File: src/rtl/avlc_pkg.sv
// Shared constants and types for the link frame builder.
// Assumes 8-bit bytes and a reflected 16-bit frame check.
package avlc_pkg;
    localparam int BYTE_W     = 8;
    localparam int ADDR_BYTES = 3;
    localparam int MARK_LEN   = 3;
    localparam int STUFF_RUN  = 5;
    localparam int FCS_W      = 16;
    localparam int ONES_W     = $clog2(STUFF_RUN + 1);
    localparam int CNT_W      = $clog2(FCS_W);

    localparam logic [BYTE_W-1:0] CTRL_DFLT = 8'h13;
    localparam logic [BYTE_W-1:0] FLAG_BYTE = 8'h7E;
    localparam logic [FCS_W-1:0]  CRC_POLY  = 16'h8408;
    localparam logic [FCS_W-1:0]  CRC_INIT  = 16'hFFFF;

    typedef enum logic [2:0] {
        PH_IDLE, PH_OPEN, PH_BODY, PH_FCS, PH_CLOSE
    } phase_t;

    typedef enum logic [1:0] {
        CRC_HOLD, CRC_CLR, CRC_UPD, CRC_SHIFT
    } crc_mode_t;

    // Marker byte at a given position: FF FF 01.
    function automatic logic [BYTE_W-1:0] mark_byte(input int idx);
        return (idx == MARK_LEN - 1) ? 8'h01 : 8'hFF;
    endfunction
endpackage

File: src/rtl/avlc_field_seq.sv
// Field sequencer: presents the frame body one byte at a time. Order is
// destination (MSB byte first), source, control, optional marker, then
// information bytes from the caller stream. Fields are latched on load and
// held until the next load. Assumes load only arrives while idle.
module avlc_field_seq
    import avlc_pkg::*;
#(
    parameter int NADDR = ADDR_BYTES
) (
    input  logic                    clk,
    input  logic                    rst_n,
    input  logic                    load,
    input  logic [8*NADDR-1:0]      dst_in,
    input  logic [8*NADDR-1:0]      src_in,
    input  logic                    own_ctrl,
    input  logic [BYTE_W-1:0]       ctrl_in,
    input  logic                    mark_in,
    input  logic                    noinfo_in,
    input  logic                    info_valid,
    input  logic [BYTE_W-1:0]       info_data,
    input  logic                    info_last,
    output logic                    info_ready,
    input  logic                    take,
    output logic                    byte_valid,
    output logic [BYTE_W-1:0]       byte_data,
    output logic                    byte_last
);
    localparam int AW       = 8 * NADDR;
    localparam int HDR_LEN  = 2 * NADDR + 1;
    localparam int MARK_END = HDR_LEN + MARK_LEN;
    localparam int PW       = $clog2(MARK_END + 2);
    localparam logic [PW-1:0] P_CTRL  = PW'(HDR_LEN - 1);
    localparam logic [PW-1:0] P_MARK0 = PW'(HDR_LEN);
    localparam logic [PW-1:0] P_MLAST = PW'(MARK_END - 1);
    localparam logic [PW-1:0] P_INFO  = PW'(MARK_END);
    localparam logic [PW-1:0] P_DONE  = PW'(MARK_END + 1);

    logic [AW-1:0]     dst_q, src_q;
    logic [BYTE_W-1:0] ctrl_q;
    logic              mark_q, noinfo_q;
    logic [PW-1:0]     ptr, ptr_nx;
    logic [BYTE_W-1:0] hdr [HDR_LEN];

    // Header byte table built from the latched addresses and control.
    for (genvar g = 0; g < NADDR; g++) begin : g_addr
        assign hdr[g]         = dst_q[AW-1-8*g -: 8];
        assign hdr[NADDR + g] = src_q[AW-1-8*g -: 8];
    end
    assign hdr[HDR_LEN-1] = ctrl_q;

    // Next field position after the current byte is taken.
    always_comb begin
        if (ptr == P_CTRL)
            ptr_nx = mark_q ? P_MARK0 : (noinfo_q ? P_DONE : P_INFO);
        else if (ptr == P_MLAST)
            ptr_nx = noinfo_q ? P_DONE : P_INFO;
        else if (ptr == P_INFO)
            ptr_nx = info_last ? P_DONE : P_INFO;
        else
            ptr_nx = ptr + PW'(1);
    end

    // Byte presented to the serializer at the current position.
    always_comb begin
        if (ptr < P_MARK0) begin
            byte_valid = 1'b1;
            byte_data  = hdr[ptr];
        end else if (ptr < P_INFO) begin
            byte_valid = 1'b1;
            byte_data  = mark_byte(int'(ptr) - HDR_LEN);
        end else if (ptr == P_INFO) begin
            byte_valid = info_valid;
            byte_data  = info_data;
        end else begin
            byte_valid = 1'b0;
            byte_data  = '0;
        end
        byte_last = (ptr == P_CTRL && !mark_q && noinfo_q) ||
                    (ptr == P_MLAST && noinfo_q) ||
                    (ptr == P_INFO && info_last);
    end

    assign info_ready = take && (ptr == P_INFO);

    // Latch frame fields on load and step through the body on take.
    always_ff @(posedge clk) begin
        if (!rst_n) begin
            ptr      <= P_DONE;
            dst_q    <= '0;
            src_q    <= '0;
            ctrl_q   <= CTRL_DFLT;
            mark_q   <= 1'b0;
            noinfo_q <= 1'b0;
        end else if (load) begin
            ptr      <= '0;
            dst_q    <= dst_in;
            src_q    <= src_in;
            ctrl_q   <= own_ctrl ? ctrl_in : CTRL_DFLT;
            mark_q   <= mark_in;
            noinfo_q <= noinfo_in;
        end else if (take) begin
            ptr <= ptr_nx;
        end
    end


    last_drains_chk: assert property (@(posedge clk) disable iff (!rst_n)
        (take && byte_last && !load) |=> !byte_valid);
endmodule

File: src/rtl/avlc_fcs16.sv
// Frame check register. Clears to all ones, folds in one body bit per
// update (reflected polynomial), and shifts right plainly while the
// check bits are sent out from bit 0.
module avlc_fcs16
    import avlc_pkg::*;
(
    input  logic             clk,
    input  logic             rst_n,
    input  crc_mode_t        mode,
    input  logic             bit_in,
    output logic [FCS_W-1:0] crc_q
);
    // Update the check register according to the requested mode.
    always_ff @(posedge clk) begin
        if (!rst_n) begin
            crc_q <= CRC_INIT;
        end else begin
            case (mode)
                CRC_CLR:   crc_q <= CRC_INIT;
                CRC_UPD:   crc_q <= (crc_q >> 1) ^ ((crc_q[0] ^ bit_in) ? CRC_POLY : '0);
                CRC_SHIFT: crc_q <= crc_q >> 1;
                default:   crc_q <= crc_q;
            endcase
        end
    end
endmodule

File: src/rtl/avlc_bit_ser.sv
// Bit serializer: sends the opening flag, the body bytes LSB first, the
// complemented check LSB first, then the closing flag. It inserts a zero
// after five ones in the body and check. The next body byte is fetched
// on the last bit of the current byte, so a steady source leaves no gaps.
// Assumes go only arrives while idle.
module avlc_bit_ser
    import avlc_pkg::*;
(
    input  logic              clk,
    input  logic              rst_n,
    input  logic              go,
    output logic              idle,
    input  logic              byte_valid,
    input  logic [BYTE_W-1:0] byte_data,
    input  logic              byte_last,
    output logic              byte_take,
    output crc_mode_t         crc_mode,
    output logic              crc_bit,
    input  logic [FCS_W-1:0]  crc_q,
    output logic              bit_valid,
    output logic              bit_data,
    input  logic              bit_ready
);
    localparam logic [CNT_W-1:0] LAST_BYTE_BIT = CNT_W'(BYTE_W - 1);
    localparam logic [CNT_W-1:0] LAST_FCS_BIT  = CNT_W'(FCS_W - 1);

    phase_t            ph;
    logic [CNT_W-1:0]  cnt;
    logic [BYTE_W-1:0] sh;
    logic              loaded, cur_last;
    logic [ONES_W-1:0] ones;
    logic              stuff_now, fire, flag_bit, byte_end;

    assign idle      = (ph == PH_IDLE);
    assign stuff_now = (ph == PH_BODY || ph == PH_FCS || ph == PH_CLOSE) &&
                       (ones == ONES_W'(STUFF_RUN));
    assign flag_bit  = FLAG_BYTE[cnt[2:0]];

    // Output bit selection for the current phase.
    always_comb begin
        bit_valid = 1'b0;
        bit_data  = 1'b0;
        case (ph)
            PH_OPEN:  begin bit_valid = 1'b1; bit_data = flag_bit; end
            PH_BODY:  begin bit_valid = stuff_now || loaded; bit_data = !stuff_now && sh[0]; end
            PH_FCS:   begin bit_valid = 1'b1; bit_data = !stuff_now && !crc_q[0]; end
            PH_CLOSE: begin bit_valid = 1'b1; bit_data = !stuff_now && flag_bit; end
            default:  begin bit_valid = 1'b0; bit_data = 1'b0; end
        endcase
    end

    assign fire     = bit_valid && bit_ready;
    assign byte_end = fire && !stuff_now && (cnt == LAST_BYTE_BIT);
    assign crc_bit  = sh[0];

    // Fetch the next body byte at the end of the opening flag, when empty,
    // or on the last bit of a byte that is not the final one.
    assign byte_take = byte_valid &&
        ((ph == PH_OPEN && fire && cnt == LAST_BYTE_BIT) ||
         (ph == PH_BODY && (!loaded || (byte_end && !cur_last))));

    // Check register control: clear at start, fold body bits, shift out.
    always_comb begin
        if (go && idle)
            crc_mode = CRC_CLR;
        else if (ph == PH_BODY && fire && !stuff_now)
            crc_mode = CRC_UPD;
        else if (ph == PH_FCS && fire && !stuff_now)
            crc_mode = CRC_SHIFT;
        else
            crc_mode = CRC_HOLD;
    end

    // Phase, bit counter, ones run and byte register sequencing.
    always_ff @(posedge clk) begin
        if (!rst_n) begin
            ph       <= PH_IDLE;
            cnt      <= '0;
            sh       <= '0;
            loaded   <= 1'b0;
            cur_last <= 1'b0;
            ones     <= '0;
        end else begin
            case (ph)
                PH_IDLE: begin
                    if (go) begin
                        ph     <= PH_OPEN;
                        cnt    <= '0;
                        ones   <= '0;
                        loaded <= 1'b0;
                    end
                end
                PH_OPEN: begin
                    if (fire) begin
                        if (cnt == LAST_BYTE_BIT) begin
                            ph  <= PH_BODY;
                            cnt <= '0;
                        end else begin
                            cnt <= cnt + CNT_W'(1);
                        end
                    end
                end
                PH_BODY: begin
                    if (fire && stuff_now) begin
                        ones <= '0;
                    end else if (fire) begin
                        ones <= sh[0] ? ones + ONES_W'(1) : '0;
                        sh   <= sh >> 1;
                        if (cnt == LAST_BYTE_BIT) begin
                            cnt    <= '0;
                            loaded <= 1'b0;
                            if (cur_last)
                                ph <= PH_FCS;
                        end else begin
                            cnt <= cnt + CNT_W'(1);
                        end
                    end
                end
                PH_FCS: begin
                    if (fire && stuff_now) begin
                        ones <= '0;
                    end else if (fire) begin
                        ones <= !crc_q[0] ? ones + ONES_W'(1) : '0;
                        if (cnt == LAST_FCS_BIT) begin
                            ph  <= PH_CLOSE;
                            cnt <= '0;
                        end else begin
                            cnt <= cnt + CNT_W'(1);
                        end
                    end
                end
                PH_CLOSE: begin
                    if (fire && stuff_now) begin
                        ones <= '0;
                    end else if (fire) begin
                        ones <= '0;
                        if (cnt == LAST_BYTE_BIT) begin
                            ph  <= PH_IDLE;
                            cnt <= '0;
                        end else begin
                            cnt <= cnt + CNT_W'(1);
                        end
                    end
                end
                default: ph <= PH_IDLE;
            endcase
            if (byte_take) begin
                sh       <= byte_data;
                cur_last <= byte_last;
                loaded   <= 1'b1;
            end
        end
    end

    // Run of ones actually emitted, kept apart from the stuffing counter.
    logic [2:0] out_run;
    always_ff @(posedge clk) begin
        if (!rst_n)
            out_run <= '0;
        else if (fire)
            out_run <= bit_data ? ((out_run == 3'd7) ? out_run : out_run + 3'd1) : '0;
    end


    no_sixth_one_chk: assert property (@(posedge clk) disable iff (!rst_n)
        ((ph == PH_BODY || ph == PH_FCS) && fire && out_run == 3'd5) |-> !bit_data);


    open_leads_body_chk: assert property (@(posedge clk) disable iff (!rst_n)
        (ph == PH_OPEN) |=> (ph == PH_OPEN || ph == PH_BODY));


    fcs_leads_close_chk: assert property (@(posedge clk) disable iff (!rst_n)
        (ph == PH_FCS) |=> (ph == PH_FCS || ph == PH_CLOSE));
endmodule

File: src/rtl/avlc_framer.sv
// Top of the link frame builder. It accepts a frame request while idle,
// latches the header fields, and streams the stuffed, flag-delimited
// frame with its check on a valid/ready bit output. Information bytes are
// pulled from a valid/ready byte stream as the serializer needs them.
module avlc_framer
    import avlc_pkg::*;
#(
    parameter int NADDR = ADDR_BYTES,
    localparam int AW   = 8 * NADDR
) (
    input  logic              clk,
    input  logic              rst_n,
    input  logic              frm_start,
    output logic              frm_ready,
    input  logic [AW-1:0]     dst_addr,
    input  logic [AW-1:0]     src_addr,
    input  logic              ctrl_use_own,
    input  logic [BYTE_W-1:0] ctrl_byte,
    input  logic              acars_mark,
    input  logic              no_info,
    input  logic              info_valid,
    input  logic [BYTE_W-1:0] info_data,
    input  logic              info_last,
    output logic              info_ready,
    output logic              bit_valid,
    output logic              bit_data,
    input  logic              bit_ready
);
    logic              idle, go, take, bv, bl, cbit;
    logic [BYTE_W-1:0] bd;
    logic [FCS_W-1:0]  crc;
    crc_mode_t         cmode;

    assign frm_ready = idle;
    assign go        = frm_start && idle;

    avlc_field_seq #(.NADDR(NADDR)) u_seq (
        .clk(clk), .rst_n(rst_n), .load(go),
        .dst_in(dst_addr), .src_in(src_addr),
        .own_ctrl(ctrl_use_own), .ctrl_in(ctrl_byte),
        .mark_in(acars_mark), .noinfo_in(no_info),
        .info_valid(info_valid), .info_data(info_data), .info_last(info_last),
        .info_ready(info_ready), .take(take),
        .byte_valid(bv), .byte_data(bd), .byte_last(bl)
    );

    avlc_fcs16 u_fcs (
        .clk(clk), .rst_n(rst_n), .mode(cmode), .bit_in(cbit), .crc_q(crc)
    );

    avlc_bit_ser u_ser (
        .clk(clk), .rst_n(rst_n), .go(go), .idle(idle),
        .byte_valid(bv), .byte_data(bd), .byte_last(bl), .byte_take(take),
        .crc_mode(cmode), .crc_bit(cbit), .crc_q(crc),
        .bit_valid(bit_valid), .bit_data(bit_data), .bit_ready(bit_ready)
    );


    idle_quiet_chk: assert property (@(posedge clk) disable iff (!rst_n)
        frm_ready |-> !bit_valid);


    hold_stable_chk: assert property (@(posedge clk) disable iff (!rst_n)
        (bit_valid && !bit_ready) |=> (bit_valid && $stable(bit_data)));


    info_only_busy_chk: assert property (@(posedge clk) disable iff (!rst_n)
        info_ready |-> !frm_ready);
endmodule

File: config.mk
export PLATFORM = sky130hd
export DESIGN_NAME = avlc_framer
export DESIGN_NICKNAME = d
export VERILOG_FILES = /design/src/rtl/avlc_pkg.sv /design/src/rtl/avlc_field_seq.sv /design/src/rtl/avlc_fcs16.sv /design/src/rtl/avlc_bit_ser.sv /design/src/rtl/avlc_framer.sv
export SDC_FILE = /design/constraint.sdc
export NUM_CORES = 1
export LEC_CHECK = 0
export ABC_AREA = 1
export BUFFER_PORTS_ARGS = -buffer_cell sky130_fd_sc_hd__buf_2
export CAP_MARGIN = 20
export CORE_MARGIN = 2
export CORE_UTILIZATION = 51
export DETAILED_ROUTE_END_ITERATION = 10
export PLACE_DENSITY = 0.87
export SLEW_MARGIN = 25
export SYNTH_ARGS = -nofsm -noshare
export SYNTH_HDL_FRONTEND = slang
export SYNTH_SLANG_ARGS = --single-unit
File: constraint.sdc
create_clock -name clk -period 1.9 [get_ports clk]
set_input_delay 0.19 -clock clk [delete_from_list [all_inputs] [get_ports clk]]
set_output_delay 0.19 -clock clk [all_outputs]
set_load 0.05 [all_outputs]
Word level (Yosys, flattened, before mapping)
Memories as Yosys holds them, arrays and structs flattened. A register that Yosys moved wholly into a read port is not among the register bits.
Index checks and enable logic that the tools add are counted.

storage, ports and cells
  register bits = 98
  bits in read-only memories = 8
  bits of input ports = 73
  memories = 1

memories
  memory            depth  bits a word  read ports  clocked after Yosys merged registers in  write ports  RTL line            text
  (name not given)  8      1            1           1                                        0            avlc_bit_ser.sv:37  assign flag_bit = FLAG_BYTE[cnt[2:0]];

operators by class
  $add $sub $neg = 4
  order comparisons = 4
  equality and inequality tests = 36
  muxes and demuxes = 71
  bitwise logic cells = 4
  reduce and logical (&&, ||, !) cells = 52

operators by type and width
  kind                   number
  $mux W8                11
  $mux W3                24
  $mux W4                13
  $pmux W16 S3           1
  $eq A32 B3 Y1 const B  1
  $bmux W8 S3            1
  $logic_and A1 B1 Y1    24
  $mux W16               1
  $ne A2 B2 Y1 const B   8
  $pmux W4 S4            1
  $xor A15 B16 Y16       1
  $pmux W3 S5            1
  $reduce_and A5 Y1      3
  $ne A2 B1 Y1 const B   7
  $reduce_and A13 Y1     1
  $eq A4 B4 Y1 const B   3
  $ne A3 B2 Y1 const B   4
  $pmux W3 S4            1
  $mux W1                11
  $add A4 B1 Y4 const B  2
  $eq A4 B3 Y1 const B   2
  $reduce_bool A4 Y1     2
  $logic_or A1 B1 Y1     7
  $eq A3 B2 Y1 const B   2
  other kinds (25)       39

Longest topological paths before layout
Gate-level depths: netlist of the first run.

  word-level depth = 16
  mapped depth = 15

By module
Synthesis of the first run repeated with hierarchy kept, for this count alone.

unflattened totals
  cell total of the unflattened synthesis = 693
  area total of the unflattened synthesis = 4934.7 um^2

modules (own cells, without submodules)
  module          times used  cells each  area each (um^2)  sequential area each (um^2)
  avlc_field_seq  1           373         2836.5            1241.2
  avlc_bit_ser    1           246         1497.7            420.4
  avlc_fcs16      1           72          593.1             320.3
  avlc_framer     1           2           7.5               0.0

Worst setup path after synthesis of the first run
Ideal clock, no wire load.

  kind = register to output
  start point = register u_ser.ph[0]
  end point = output info_ready
  arrival time = 2.166 ns
  path slack = -0.456 ns
  stages on the path, launching flop included = 12
  path buffers = 1
  path through = dfxtp_1 -> inv_2 -> nand2_2 -> nor2_2 -> nor2_4 -> nand4_2 -> o21bai_2 -> nand2_1 -> nand2_4 -> nand2_4 -> buf_4 -> nor2_1

on the way
  cells in the longest elaborated chain, start to end = 15
  elaborated cells between the ends (all ways) = 22
  those cells by class = 4 x eq/ne; 1 x mux; 17 x reduce/logical

ends and longest elaborated chain
  what                               RTL line                                                    text
  start: declaration                 avlc_bit_ser.sv:27                                          phase_t ph;
  start signal: assignment           avlc_bit_ser.sv:77                                          ph <= PH_IDLE;
  start signal: assignment           avlc_bit_ser.sv:87                                          ph <= PH_OPEN;
  start signal: assignment           avlc_bit_ser.sv:96                                          ph <= PH_BODY;
  $eq A3 B2 Y1 (on tied branches)    avlc_bit_ser.sv:35, avlc_bit_ser.sv:43, avlc_bit_ser.sv:60
  $logic_or A1 B1 Y1 (2 in series)   avlc_bit_ser.sv:35                                          assign stuff_now = (ph == PH_BODY || ph == PH_FCS || ph == PH_CLOSE) &&
  $logic_and A1 B1 Y1                avlc_bit_ser.sv:35
  $logic_or A1 B1 Y1                 avlc_bit_ser.sv:45                                          PH_BODY: begin bit_valid = stuff_now || loaded; bit_data = !stuff_now && sh[0]; end
  $pmux W1 S2                        avlc_bit_ser.sv:43                                          case (ph)
  $logic_and A1 B1 Y1                avlc_bit_ser.sv:52                                          assign fire = bit_valid && bit_ready;
  $logic_and A1 B1 Y1 (2 in series)  avlc_bit_ser.sv:53                                          assign byte_end = fire && !stuff_now && (cnt == LAST_BYTE_BIT);
  $logic_and A1 B1 Y1                avlc_bit_ser.sv:60                                          (ph == PH_BODY && (!loaded || (byte_end && !cur_last))));
  $logic_or A1 B1 Y1                 avlc_bit_ser.sv:60
  $logic_and A1 B1 Y1                avlc_bit_ser.sv:60
  $logic_or A1 B1 Y1 *               avlc_bit_ser.sv:59                                          ((ph == PH_OPEN && fire && cnt == LAST_BYTE_BIT) ||
  $logic_and A1 B1 Y1 *              avlc_bit_ser.sv:58                                          assign byte_take = byte_valid &&
  $logic_and A1 B1 Y1 *              avlc_field_seq.sv:83                                        assign info_ready = take && (ptr == P_INFO);
  end: declaration                   avlc_framer.sv:24                                           output logic info_ready,

Mark *: on every way between the ends. The rest lies on a longest branch, timed or not.

Worst setup path after layout of the first run
Same ends and word-level chain as after synthesis.

==> results of run 1 <==
-- synthesized netlist by cell type, types with 2 or more instances --
cell,count
a211oi_1,5
nor2_1,31
inv_2,3
nand3b_1,4
nand2_1,183
inv_1,80
or2_2,2
o22ai_1,19
a21oi_1,79
o221ai_1,5
nand2_2,4
o21ai_1,3
o21ai_0,64
clkbuf_1,26
a31oi_1,5
nand4_1,2
nand2_4,4
nand3_1,29
dfxtp_1,99
o211ai_1,15
xor2_1,3
buf_2,5
nor2_2,4
ha_1,6
-- routing by layer --
| metal | vias to the layer above | track usage, % |
|---|---|---|
| li1 | 2494 | - |
| met4 | 0 | 14.0 |
| met3 | 41 | 4.83 |
| met1 | 2343 | 29.9 |
| met2 | 203 | 46.3 |
| met5 | - | 0 |
-- worst register-to-register path, cell delays in order (launching register included) --
cell	delay (ns)
dfxtp_4	0.38
nor2_4	0.14
nor2_1	0.09
nor2_4	0.16
buf_6	0.13
buf_4	0.10
nand3_2	0.16
or2_1	0.28
nand2_1	0.07
a21oi_1	0.08
nor2_2	0.10
nand2_1	0.06
nand2_1	0.05
nand2_1	0.04
-- flip-flops by register name, summed over array words and instances (netlist names), 3 cells and up --
name,flops
u_ser.ph,3
u_ser.cnt,4
u_ser.ones,3
u_seq.ptr,4
u_seq.dst_q,24
u_seq.src_q,24
u_fcs.crc_q,16
u_seq.ctrl_q,8
u_ser.sh,8
-- how the worst max path moves through the flow --
stage	to	slack, ns
6_report	info_ready	-0.16
5_1_grt	info_ready	-0.25
4_1_cts	info_ready	-0.21
3_5_place_dp	info_ready	-0.02
3_3_place_gp	u_ser.sh[2]	0.07
2_1_floorplan	info_ready	-0.18
-- stage by stage --
stage / total power (uW) / TNS [ns]
after floorplan: 4200 / -0.180
after global routing: 7090 / -3.77
after detailed placement: 4890 / -0.0213
after global placement: 4780 / 0
after CTS: 6460 / -0.322
final: 6680 / -0.381
-- repair_timing --
item	4_1_cts	5_1_grt
pin swaps	11	17
hold endpoints to repair	0	0
gates cloned	0	1
setup buffers	12	6
resized for setup	34	41
setup endpoints to repair	3	40
-- where the power goes --
group	total, uW	internal (uW)	switching [uW]
combinational	2620	963	1650
clock	1410	628	783
sequential	2650	2440	208
-- cell type report --
| class | count | area [um^2] | area share, % |
|---|---|---|---|
| clock inverters | 7 | 86.3 | 1.43 |
| repair buffers | 122 | 776 | 12.9 |
| flip-flops and latches | 99 | 2000 | 33.2 |
| clock buffers | 9 | 124 | 2.05 |
| multi-input cells | 479 | 2580 | 42.8 |
| well taps | 111 | 139 | 2.30 |
| repair inverters | 1 | 7.51 | 0.125 |
| inverters | 84 | 315 | 5.23 |
-- kinds of logic (layout without fill, tap and decap cells) --
logic type,after synthesis,after routing,synth area share [%]
DFF,99,99,41.0
xor gates and xnor gates,4,4,0.726
and+or+nand+nor,267,267,23.6
buffers and inverters,118,223,9.54
AOI/OAI and AO/OA,202,202,23.6
adders and majority gates,6,6,1.55
==> metrics, run 1 <==
status finished with violations; failing checks setup timing; Layout fillers ~790; antenna violations before repair 0; fin. max-slew vios 0; RR Endpoint u_ser.flag_bit; largest net degree at the start of global routing 52; worst setup path class flip-flop to primary output; row count 35; HPWL after DPL 9460 um; Final Hold Viols 0; # DRC 0; CP dominant cell by count nand2_4; f_max 486 MHz; DP Cell Count 879; Period Utilization, post-route 108%; sequential area share after synthesis 41.0%; Yosys top cell area share 41.0%; Sink Count 99; Min-Delay Path Class input port to flip-flop; RSZ-0062 raised after global routing yes; vias in the first global route 4,843; Critical Path AT 1.87 ns; WHS Path Cells 3; Synth Warn # 0; clock period minus worst slack 2.06 ns; Net Count, Synth around 780; CTS Buffer Depth 2; critical path data required time ~1.7 ns; die width 101 um; first-pass GRT wire length 21,500 um; IO Port Bufs 76; FF-to-FF Start u_ser.ph[0]; via density per instance 5.57; CP peak stage delay 0.38 ns; CP max FO 4; Worst Tran Pin Value 0.580 ns; ratio of cells with drive above 1 in the final layout 25.7%; Hold Path Sink u_seq.ctrl_q[4]; P per Cell Area around 1100 nW/um^2; Initial Util 52.5%; initial DRC count 283; Async S/R FF share, synth 0%; crit path from u_ser.ph[0]; drt wl/cell about 15 um; drt pass-1 iters 5; M1 wire length approximately 5300 um; die footprint 10,300 um^2; Hold-fix buffers, CTS 0; Placer Congestion 0.958; Post-Syn Instances 696; final std cells w/o fill about 900; Final WS setup -0.156 ns; die extent in y just over 100 um; Top delay family on crit path simple AND/OR/NAND/NOR gates; Synth area leaders dfxtp_1 41%, nand2_1 14%, a21oi_1 8.2%; GRT Total Usage 26.2%; synthesized area 4830 um^2; startpoint types flip-flop; worst path bufs/invs 1; highest-count cells in the layout ignoring fill and taps 175 x nand2_1, 89 x dfxtp_1, 77 x a21oi_1; max layer used met4; worst-skew pair later-pin latency 0.37 ns; placed cell area 5450 um^2; # nets final 875; final WL 13,500 um; Worst-path clk slew 0.10 ns; Post-synth EDFFs 0; htree depth 3; critical path cell sequence nor2_4 -> nand2_2 -> nand2_4 -> nand2_4 -> nand2_4 -> nand4_4 -> o21bai_4 -> nand2_2 -> nand2_4 -> nand2_4 -> nor2_4 -> buf_8; Overflow after GRT 0; Rel. slew slack 61.3%; Layout Utilization around 66%; ys flop type dfxtp_1; Worst path depth 12; Core ar. 9200 um^2; Worst setup EP type primary output; Placement Setup Slack -0.0213 ns; R2R cell count 13; n_diodes 0; Synth-to-Final Area Change 24.9%; I/O pin total 77; met3 routed WL 803 um; met2 WL post-DR 6810 um; Clock Skew 0.0126 ns; peak supply drop 0.702 mV; hold path start ctrl_byte[4]; final setup vio count 13; Fin Hold WS between 0.03 and 0.04 ns; Mean Syn Cell Area between 6 and 7 um^2; Seq cells post-synth 99; max capacitance violation total 0; leakage about 0.0027 uW; reg2reg setup slack -0.03 ns; commonest non-fill, non-tap cell in the layout nand2_1; CTS buffer count 9; Root Buffer clkbuf_8; fin area 6030 um^2; area leader, netlist dfxtp_1; number of library cell types mapped by synthesis 40; antenna-violating nets left 0; CTS tree done; slowest CP cell dfxtp_4; Via Count about 5,100
Note: power is estimated with default switching activity, not from simulation.
==> inputs of run 2 (changes only) <==
--- a/config.mk
+++ b/config.mk
@@ -9,9 +9,9 @@
 export BUFFER_PORTS_ARGS = -buffer_cell sky130_fd_sc_hd__buf_2
 export CAP_MARGIN = 20
 export CORE_MARGIN = 2
-export CORE_UTILIZATION = 51
+export CORE_UTILIZATION = 55
 export DETAILED_ROUTE_END_ITERATION = 10
-export PLACE_DENSITY = 0.87
+export PLACE_DENSITY = 0.89
 export SLEW_MARGIN = 25
 export SYNTH_ARGS = -nofsm -noshare
 export SYNTH_HDL_FRONTEND = slang
==> constraint.sdc (replaced) <==
create_clock -name clk -period 2.6 [get_ports clk]
set_input_delay 0.26 -clock clk [delete_from_list [all_inputs] [get_ports clk]]
set_output_delay 0.26 -clock clk [all_outputs]
set_load 0.05 [all_outputs]
==> metrics, run 2 (synthesis results as in run 1) <==
drt wl/cell 14.0 um (was 14.8 um); f_max 410 MHz; Overflow after GRT 0 (unchanged); IO Port Bufs 76 (unchanged); GRT Total Usage 25.6% (was 26.2%); startpoint types flip-flop (unchanged); Initial Util 55.9% (was 52.5%); antenna-violating nets left 0 (unchanged); Final Hold Viols 0 (unchanged); CTS buffer count 9 (unchanged); clock period minus worst slack between 2 and 2.5 ns; met3 routed WL 658 um (was 803 um); # DRC 0 (unchanged); Critical Path AT 2.18 ns (was 1.87 ns); n_diodes 0 (unchanged); max layer used met4 (unchanged); P per Cell Area 829 nW/um^2 (was 1110 nW/um^2); Period Utilization, post-route 93.8%; worst setup path class flip-flop to primary output (unchanged); fin area 5520 um^2 (was 6030 um^2); first-pass GRT wire length 20,300 um (was 21,500 um); status complete, no violations (was finished with violations); Worst Tran Pin Value 0.521 ns (was 0.580 ns); Worst-path clk slew 0.11 ns (was 0.10 ns); critical path data required time 2.34 ns (was 1.71 ns); slowest CP cell dfxtp_1 (was dfxtp_4); Root Buffer clkbuf_8 (unchanged); CP max FO 6 (was 4); row count 34 (was 35); Clock Skew 0.0152 ns (was 0.0126 ns); fin. max-slew vios 0 (unchanged); Largest regs u_seq.dst_q: 24 flops, u_seq.src_q: 24 flops, u_fcs.crc_q: 16 flops (unchanged); vias in the first global route 4,598 (was 4,843); htree depth 3 (unchanged); # nets final 837 (was 875); largest net degree at the start of global routing 51 (was 52); HPWL after DPL 9030 um (was 9460 um); max capacitance violation total 0 (unchanged); die width 97.7 um (was 101 um); DP Cell Count 853 (was 879); die extent in y 97.7 um (was 101 um); Core ar. 8640 um^2 (was 9200 um^2); via density per instance 5.59 (was 5.57); Min-Delay Path Class input port to flip-flop (unchanged); Synth-to-Final Area Change 14.3% (was 24.9%); highest-count cells in the layout ignoring fill and taps 181 x nand2_1, 98 x dfxtp_1, 79 x inv_1, 79 x a21oi_1, 75 x buf_2 (was 175 x nand2_1, 89 x dfxtp_1, 77 x a21oi_1); final std cells w/o fill 871 (was 912); Layout Utilization 63.9% (was 65.6%); post-route setup TNS 0 ns (was -0.381 ns); Placer Congestion 1.04 (was 0.958); initial DRC count 381 (was 283); Via Count 4,868 (was 5,081); Sink Count 99 (unchanged); drt pass-1 iters 5 (unchanged); ratio of cells with drive above 1 in the final layout 16.6% (was 25.7%); CTS Buffer Depth 2 (unchanged); Rel. slew slack 65.2% (was 61.3%); CP peak stage delay 0.49 ns (was 0.38 ns); final setup vio count 0 (was 13); die footprint 9540 um^2 (was 10,300 um^2); commonest non-fill, non-tap cell in the layout nand2_1 (unchanged); final WL 12,200 um (was 13,500 um); peak supply drop 0.530 mV (was 0.702 mV); M1 wire length 5070 um (was 5270 um); RSZ-0062 raised after global routing no (was yes); critical path cell sequence nand2_2 -> nor2_1 -> inv_1 -> o221ai_1 -> nand3_1 -> o21ai_0 -> buf_2 (was nor2_4 -> nand2_2 -> nand2_4 -> nand2_4 -> nand2_4 -> nand4_4 -> o21bai_4 -> nand2_2 -> nand2_4 -> nand2_4 -> nor2_4 -> buf_8); CTS tree done (unchanged); placed cell area 5250 um^2 (was 5450 um^2); antenna violations before repair 0 (unchanged); met2 WL post-DR 6020 um (was 6810 um); Worst setup EP type primary output (unchanged); I/O pin total 77 (unchanged); worst-skew pair later-pin latency 0.38 ns (was 0.37 ns); leakage 0.00248 uW (was 0.00269 uW)
[run 2: cell count changes in the layout (fill, tap and decap cells not counted), sizes merged]
cell	before	now
buf	122	84
clkinv	2	4
inv	85	86
clkinvlp	4	0
nand2	191	192
[run 2: routing by layer]
| metal | up-vias | global-route usage, % |
|---|---|---|
| li1 | 2430 | - |
| met1 | 2236 | 31.0 |
| met2 | 166 | 44.1 |
| met3 | 36 | 4.46 |
| met4 | 0 | 12.2 |
| met5 | - | 0 |
[run 2: final timing paths]
| kind | cells past startpoint | startpoint | end | slack, ns |
|---|---|---|---|---|
| max | 7 | u_ser.ph[1] | bit_data | 0.16 |
| min | 3 | ctrl_byte[4] | u_seq.ctrl_q[4] | 0.1 |
| max reg2reg | 9 | u_seq.ptr[1] | u_ser.sh[0] | 0.47 |
| min reg2reg | 2 | u_seq.dst_q[3] | u_seq.dst_q[3] | 0.47 |
[run 2: report_power, final]
group | internal (uW) | switching, uW
Clock | 473 | 604
Sequential | 1770 | 138
Combinational | 500 | 1090
[run 2: area by class of cell]
class                           instances  area, um^2
Clock buffer                            9         124
Sequential cell                        99        1980
Multi-Input combinational cell        480        2420
Tap cell                              108         135
Clock inverter                          7        95.1
Timing Repair Buffer                   84         447
Fill cell                             779        3120
Inverter                               84         315
[run 2: per-stage QoR]
stage,setup slack (ns),total power [uW],hold slack [ns]
after CTS,0.0106,4530,0.103
after global placement,0.430,3400,0.439
after global routing,0.00999,4850,0.120
final,0.161,4570,0.0961
after detailed placement,0.398,3480,0.448
after floorplan,0.174,3060,0.395
[run 2: critical path: cells and delay by family (launching register included)]
| family | cells | cell delay, ns |
|---|---|---|
| compound gates | 2 | 0.26 |
| buf+inv | 2 | 0.45 |
| simple gates | 3 | 0.61 |
| flops | 1 | 0.49 |
[run 2: repair_timing]
action                     CTS  global route
hold buffers                 0             0
gates resized for setup      1             7
gates cloned                 0             1
setup endpoints to repair    1             1
setup buffers                0             1
pin swaps                    0             2
==> inputs of run 3 (changes only) <==
--- a/config.mk
+++ b/config.mk
@@ -5,13 +5,14 @@
 export SDC_FILE = /design/constraint.sdc
 export NUM_CORES = 1
 export LEC_CHECK = 0
-export ABC_AREA = 1
+export ABC_AREA = 0
 export BUFFER_PORTS_ARGS = -buffer_cell sky130_fd_sc_hd__buf_2
 export CAP_MARGIN = 20
 export CORE_MARGIN = 2
 export CORE_UTILIZATION = 55
 export DETAILED_ROUTE_END_ITERATION = 10
-export PLACE_DENSITY = 0.89
+export PLACE_DENSITY = 0.88
+export REMOVE_ABC_BUFFERS = 1
 export SLEW_MARGIN = 25
 export SYNTH_ARGS = -nofsm -noshare
 export SYNTH_HDL_FRONTEND = slang
==> constraint.sdc (replaced) <==
create_clock -name clk -period 3.08 [get_ports clk]
set_input_delay 0.308 -clock clk [delete_from_list [all_inputs] [get_ports clk]]
set_output_delay 0.308 -clock clk [all_outputs]
set_load 0.05 [all_outputs]
==> metrics, run 3 <==
status complete, no violations (unchanged); startpoint types flip-flop (unchanged); final setup vio count 0 (unchanged); Mean Syn Cell Area 8.23 um^2 (was 6.94 um^2); Final Hold Viols 0 (unchanged); Min-Delay Path Class input port to flip-flop (unchanged); DP Cell Count 771 (was 853); Pint 2010 uW (was 2740 uW); max layer used met4 (unchanged); highest-count cells in the layout ignoring fill and taps 162 x nand2_1, 98 x dfxtp_1, 76 x buf_2 (was 181 x nand2_1, 98 x dfxtp_1, 79 x inv_1, 79 x a21oi_1, 75 x buf_2); CP max FO 21 (was 6); final std cells w/o fill 787 (was 871); reg2reg setup slack 0.57 ns (was 0.47 ns); Clock power frac 26.8% (was 23.6%); Worst-path clk slew 0.11 ns (about the same); Final WS setup 0.208 ns (was 0.161 ns); clock period minus worst slack 2.87 ns; max capacitance violation total 0 (unchanged); Sink Count 99 (unchanged); setup bufs post-CTS 0 (unchanged); Overflow after GRT 0 (unchanged); M1 wire length 5200 um (was 5070 um); RSZ-0062 raised after global routing no (unchanged); met2 WL post-DR 5790 um (was 6020 um); htree depth 3 (unchanged); HPWL after DPL 8080 um (was 9030 um); Period Utilization, post-route around 93%; first-pass GRT wire length 19,900 um (was 20,300 um); via density per instance 5.73 (was 5.59); largest net degree at the start of global routing 59 (was 51); most instantiated cells after synthesis 163 x nand2_1, 99 x dfxtp_1, 30 x a21boi_0, 30 x a21oi_1, 28 x nor2_1 (was 183 x nand2_1, 99 x dfxtp_1, 80 x inv_1, 79 x a21oi_1, 64 x o21ai_0); drt wl/cell 14.8 um (was 14.0 um); sequential area share after synthesis 38.7% (was 41.0%); Comb power frac 25.9% (was 34.7%); # DRC 0 (unchanged); Seq pwr share 47.2% (was 41.7%); Async S/R FF share, synth 0% (unchanged); # nets final 750 (was 837); Multi-input gate area 2850 um^2 (was 2420 um^2); Worst setup EP type primary output (unchanged); drt pass-1 iters 5 (unchanged); number of library cell types mapped by synthesis 66 (was 40); Synth area leaders dfxtp_1 39%, nand2_1 12%, a21boi_0 4.4% (was dfxtp_1 41%, nand2_1 14%, a21oi_1 8.2%); sw frac 35.1% (was 40.0%); CTS resizes 0 (was 1); worst-skew pair later-pin latency 0.38 ns (about the same); Post-Syn Instances 622 (was 696); Yosys top cell area share 38.7% (was 41.0%); post-route setup TNS 0 ns (unchanged); Layout Utilization 61.9% (was 63.9%); fin. max-slew vios 0 (unchanged); antenna-violating nets left 0 (unchanged); Hold-fix buffers, CTS 0 (unchanged); peak supply drop 0.254 mV (was 0.530 mV); vias in the first global route 4,320 (was 4,598); P per Cell Area 548 nW/um^2 (was 829 nW/um^2); Rel. slew slack 46.4% (was 65.2%); critical path data required time 2.77 ns (was 2.34 ns); die extent in y 100 um (was 97.7 um); CTS buffer count 9 (unchanged); Synth Warn # 0 (unchanged); count leader, synth nand2_1 (unchanged); I/O pin total 77 (unchanged); Placer Congestion 0.877 (was 1.04); die width 100 um (was 97.7 um); met3 routed WL 574 um (was 658 um); Seq cells post-synth 99 (unchanged); Placement Setup Slack 0.546 ns (was 0.398 ns); ratio of cells with drive above 1 in the final layout 20.3% (was 16.6%); Post-synth EDFFs 0 (unchanged); Root Buffer clkbuf_8 (unchanged); Layout fillers 791 (was 779); die footprint 10,100 um^2 (was 9540 um^2); Critical Path AT 2.56 ns (was 2.18 ns); commonest non-fill, non-tap cell in the layout nand2_1 (unchanged); area leader, netlist dfxtp_1 (unchanged); n_diodes 0 (unchanged); Core ar. 9150 um^2 (was 8640 um^2); antenna violations before repair 0 (unchanged); worst setup path class flip-flop to primary output (unchanged); final WL 11,700 um (was 12,200 um); Clock Skew 0.0136 ns (was 0.0152 ns); Largest regs u_seq.dst_q: 24 flops, u_seq.src_q: 24 flops, u_fcs.crc_q: 16 flops (unchanged); PnR Total Power 3100 uW (was 4570 uW); ys flop type dfxtp_1 (unchanged); IO Port Bufs 76 (unchanged); f_max 348 MHz; CTS Buffer Depth 2 (unchanged); initial DRC count 344 (was 381); Initial Util 55.9% (about the same); GRT Total Usage 24.3% (was 25.6%); Worst Tran Pin Value 0.802 ns (was 0.521 ns); total net switching power 1090 uW (was 1830 uW); CTS tree done (unchanged); Synth-to-Final Area Change 10.7% (was 14.3%); leakage 0.00231 uW (was 0.00248 uW); Via Count 4,510 (was 4,868); synthesized area 5120 um^2 (was 4830 um^2); Sequential cell area 1980 um^2 (unchanged); row count 35 (was 34)
-- run 3: cell count changes after synthesis, sizes merged, moves of 9 or more --
| cell | before | now |
|---|---|---|
| a21boi | 1 | 58 |
| o211ai | 15 | 3 |
| buf | 8 | 26 |
| a21oi | 79 | 30 |
| o21ai | 67 | 16 |
| mux2i | 0 | 11 |
| inv | 83 | 12 |
| mux2 | 0 | 9 |
| nand2 | 191 | 163 |
-- run 3: cells by family after synthesis --
| group | after synthesis | synth area share (%) |
|---|---|---|
| mux | 28 | 7.65 |
| buf+inv | 59 | 5.65 |
| fa+ha+maj | 6 | 1.47 |
| compound gates | 166 | 23.3 |
| simple gates | 259 | 22.4 |
| xor+xnor | 5 | 0.856 |
| flops | 99 | 38.7 |
-- run 3: path summary, 6_finish.rpt --
kind,from,to,cells past startpoint
worst max-delay path,u_ser.ph[2],info_ready,6
worst min-delay path,dst_addr[11],u_seq.dst_q[11],3
worst min register to register,u_seq.dst_q[12],u_seq.dst_q[12],2
worst max register to register,u_ser.ph[0],u_seq.src_q[1],6
-- run 3: critical path, stage by stage (launching register included) --
cell and delay (ns):
dfxtp_1 0.76, or3b_1 0.46, o211ai_2 0.14, nand4_1 0.16
a21oi_1 0.21, and3_1 0.19, buf_2 0.26
-- run 3: through the flow --
stage | instance area [um^2] | hold WS (ns)
after floorplan | 4870 | 0.370
after global placement | 5460 | 0.438
after detailed placement | 5460 | 0.444
after CTS | 5660 | 0.145
after global routing | 5660 | 0.140
final | 5660 | 0.151
-- run 3: metal layers --
metal	vias to the layer above	global-route usage [%]
met5	-	0
met2	120	40.5
met1	2102	31.9
li1	2279	-
met4	0	8.32
met3	9	4.11
-- run 3: cell type report --
| type | instances | area share (%) |
|---|---|---|
| flip-flops and latches | 99 | 35.0 |
| repair buffers | 85 | 7.91 |
| clock buffers | 10 | 2.43 |
| inverters | 12 | 0.796 |
| well taps | 111 | 2.45 |
| clock inverters | 6 | 1.06 |
| multi-input cells | 464 | 50.3 |
-- run 3: power groups by stage --
stage | registers, uW | logic (uW) | clock network (uW)
2_1_floorplan | 1500 | 536 | 0
3_3_place_gp | 1480 | 776 | 0
3_5_place_dp | 1490 | 800 | 0
4_1_cts | 1460 | 804 | 851
5_1_grt | 1480 | 896 | 905
6_report | 1470 | 804 | 832
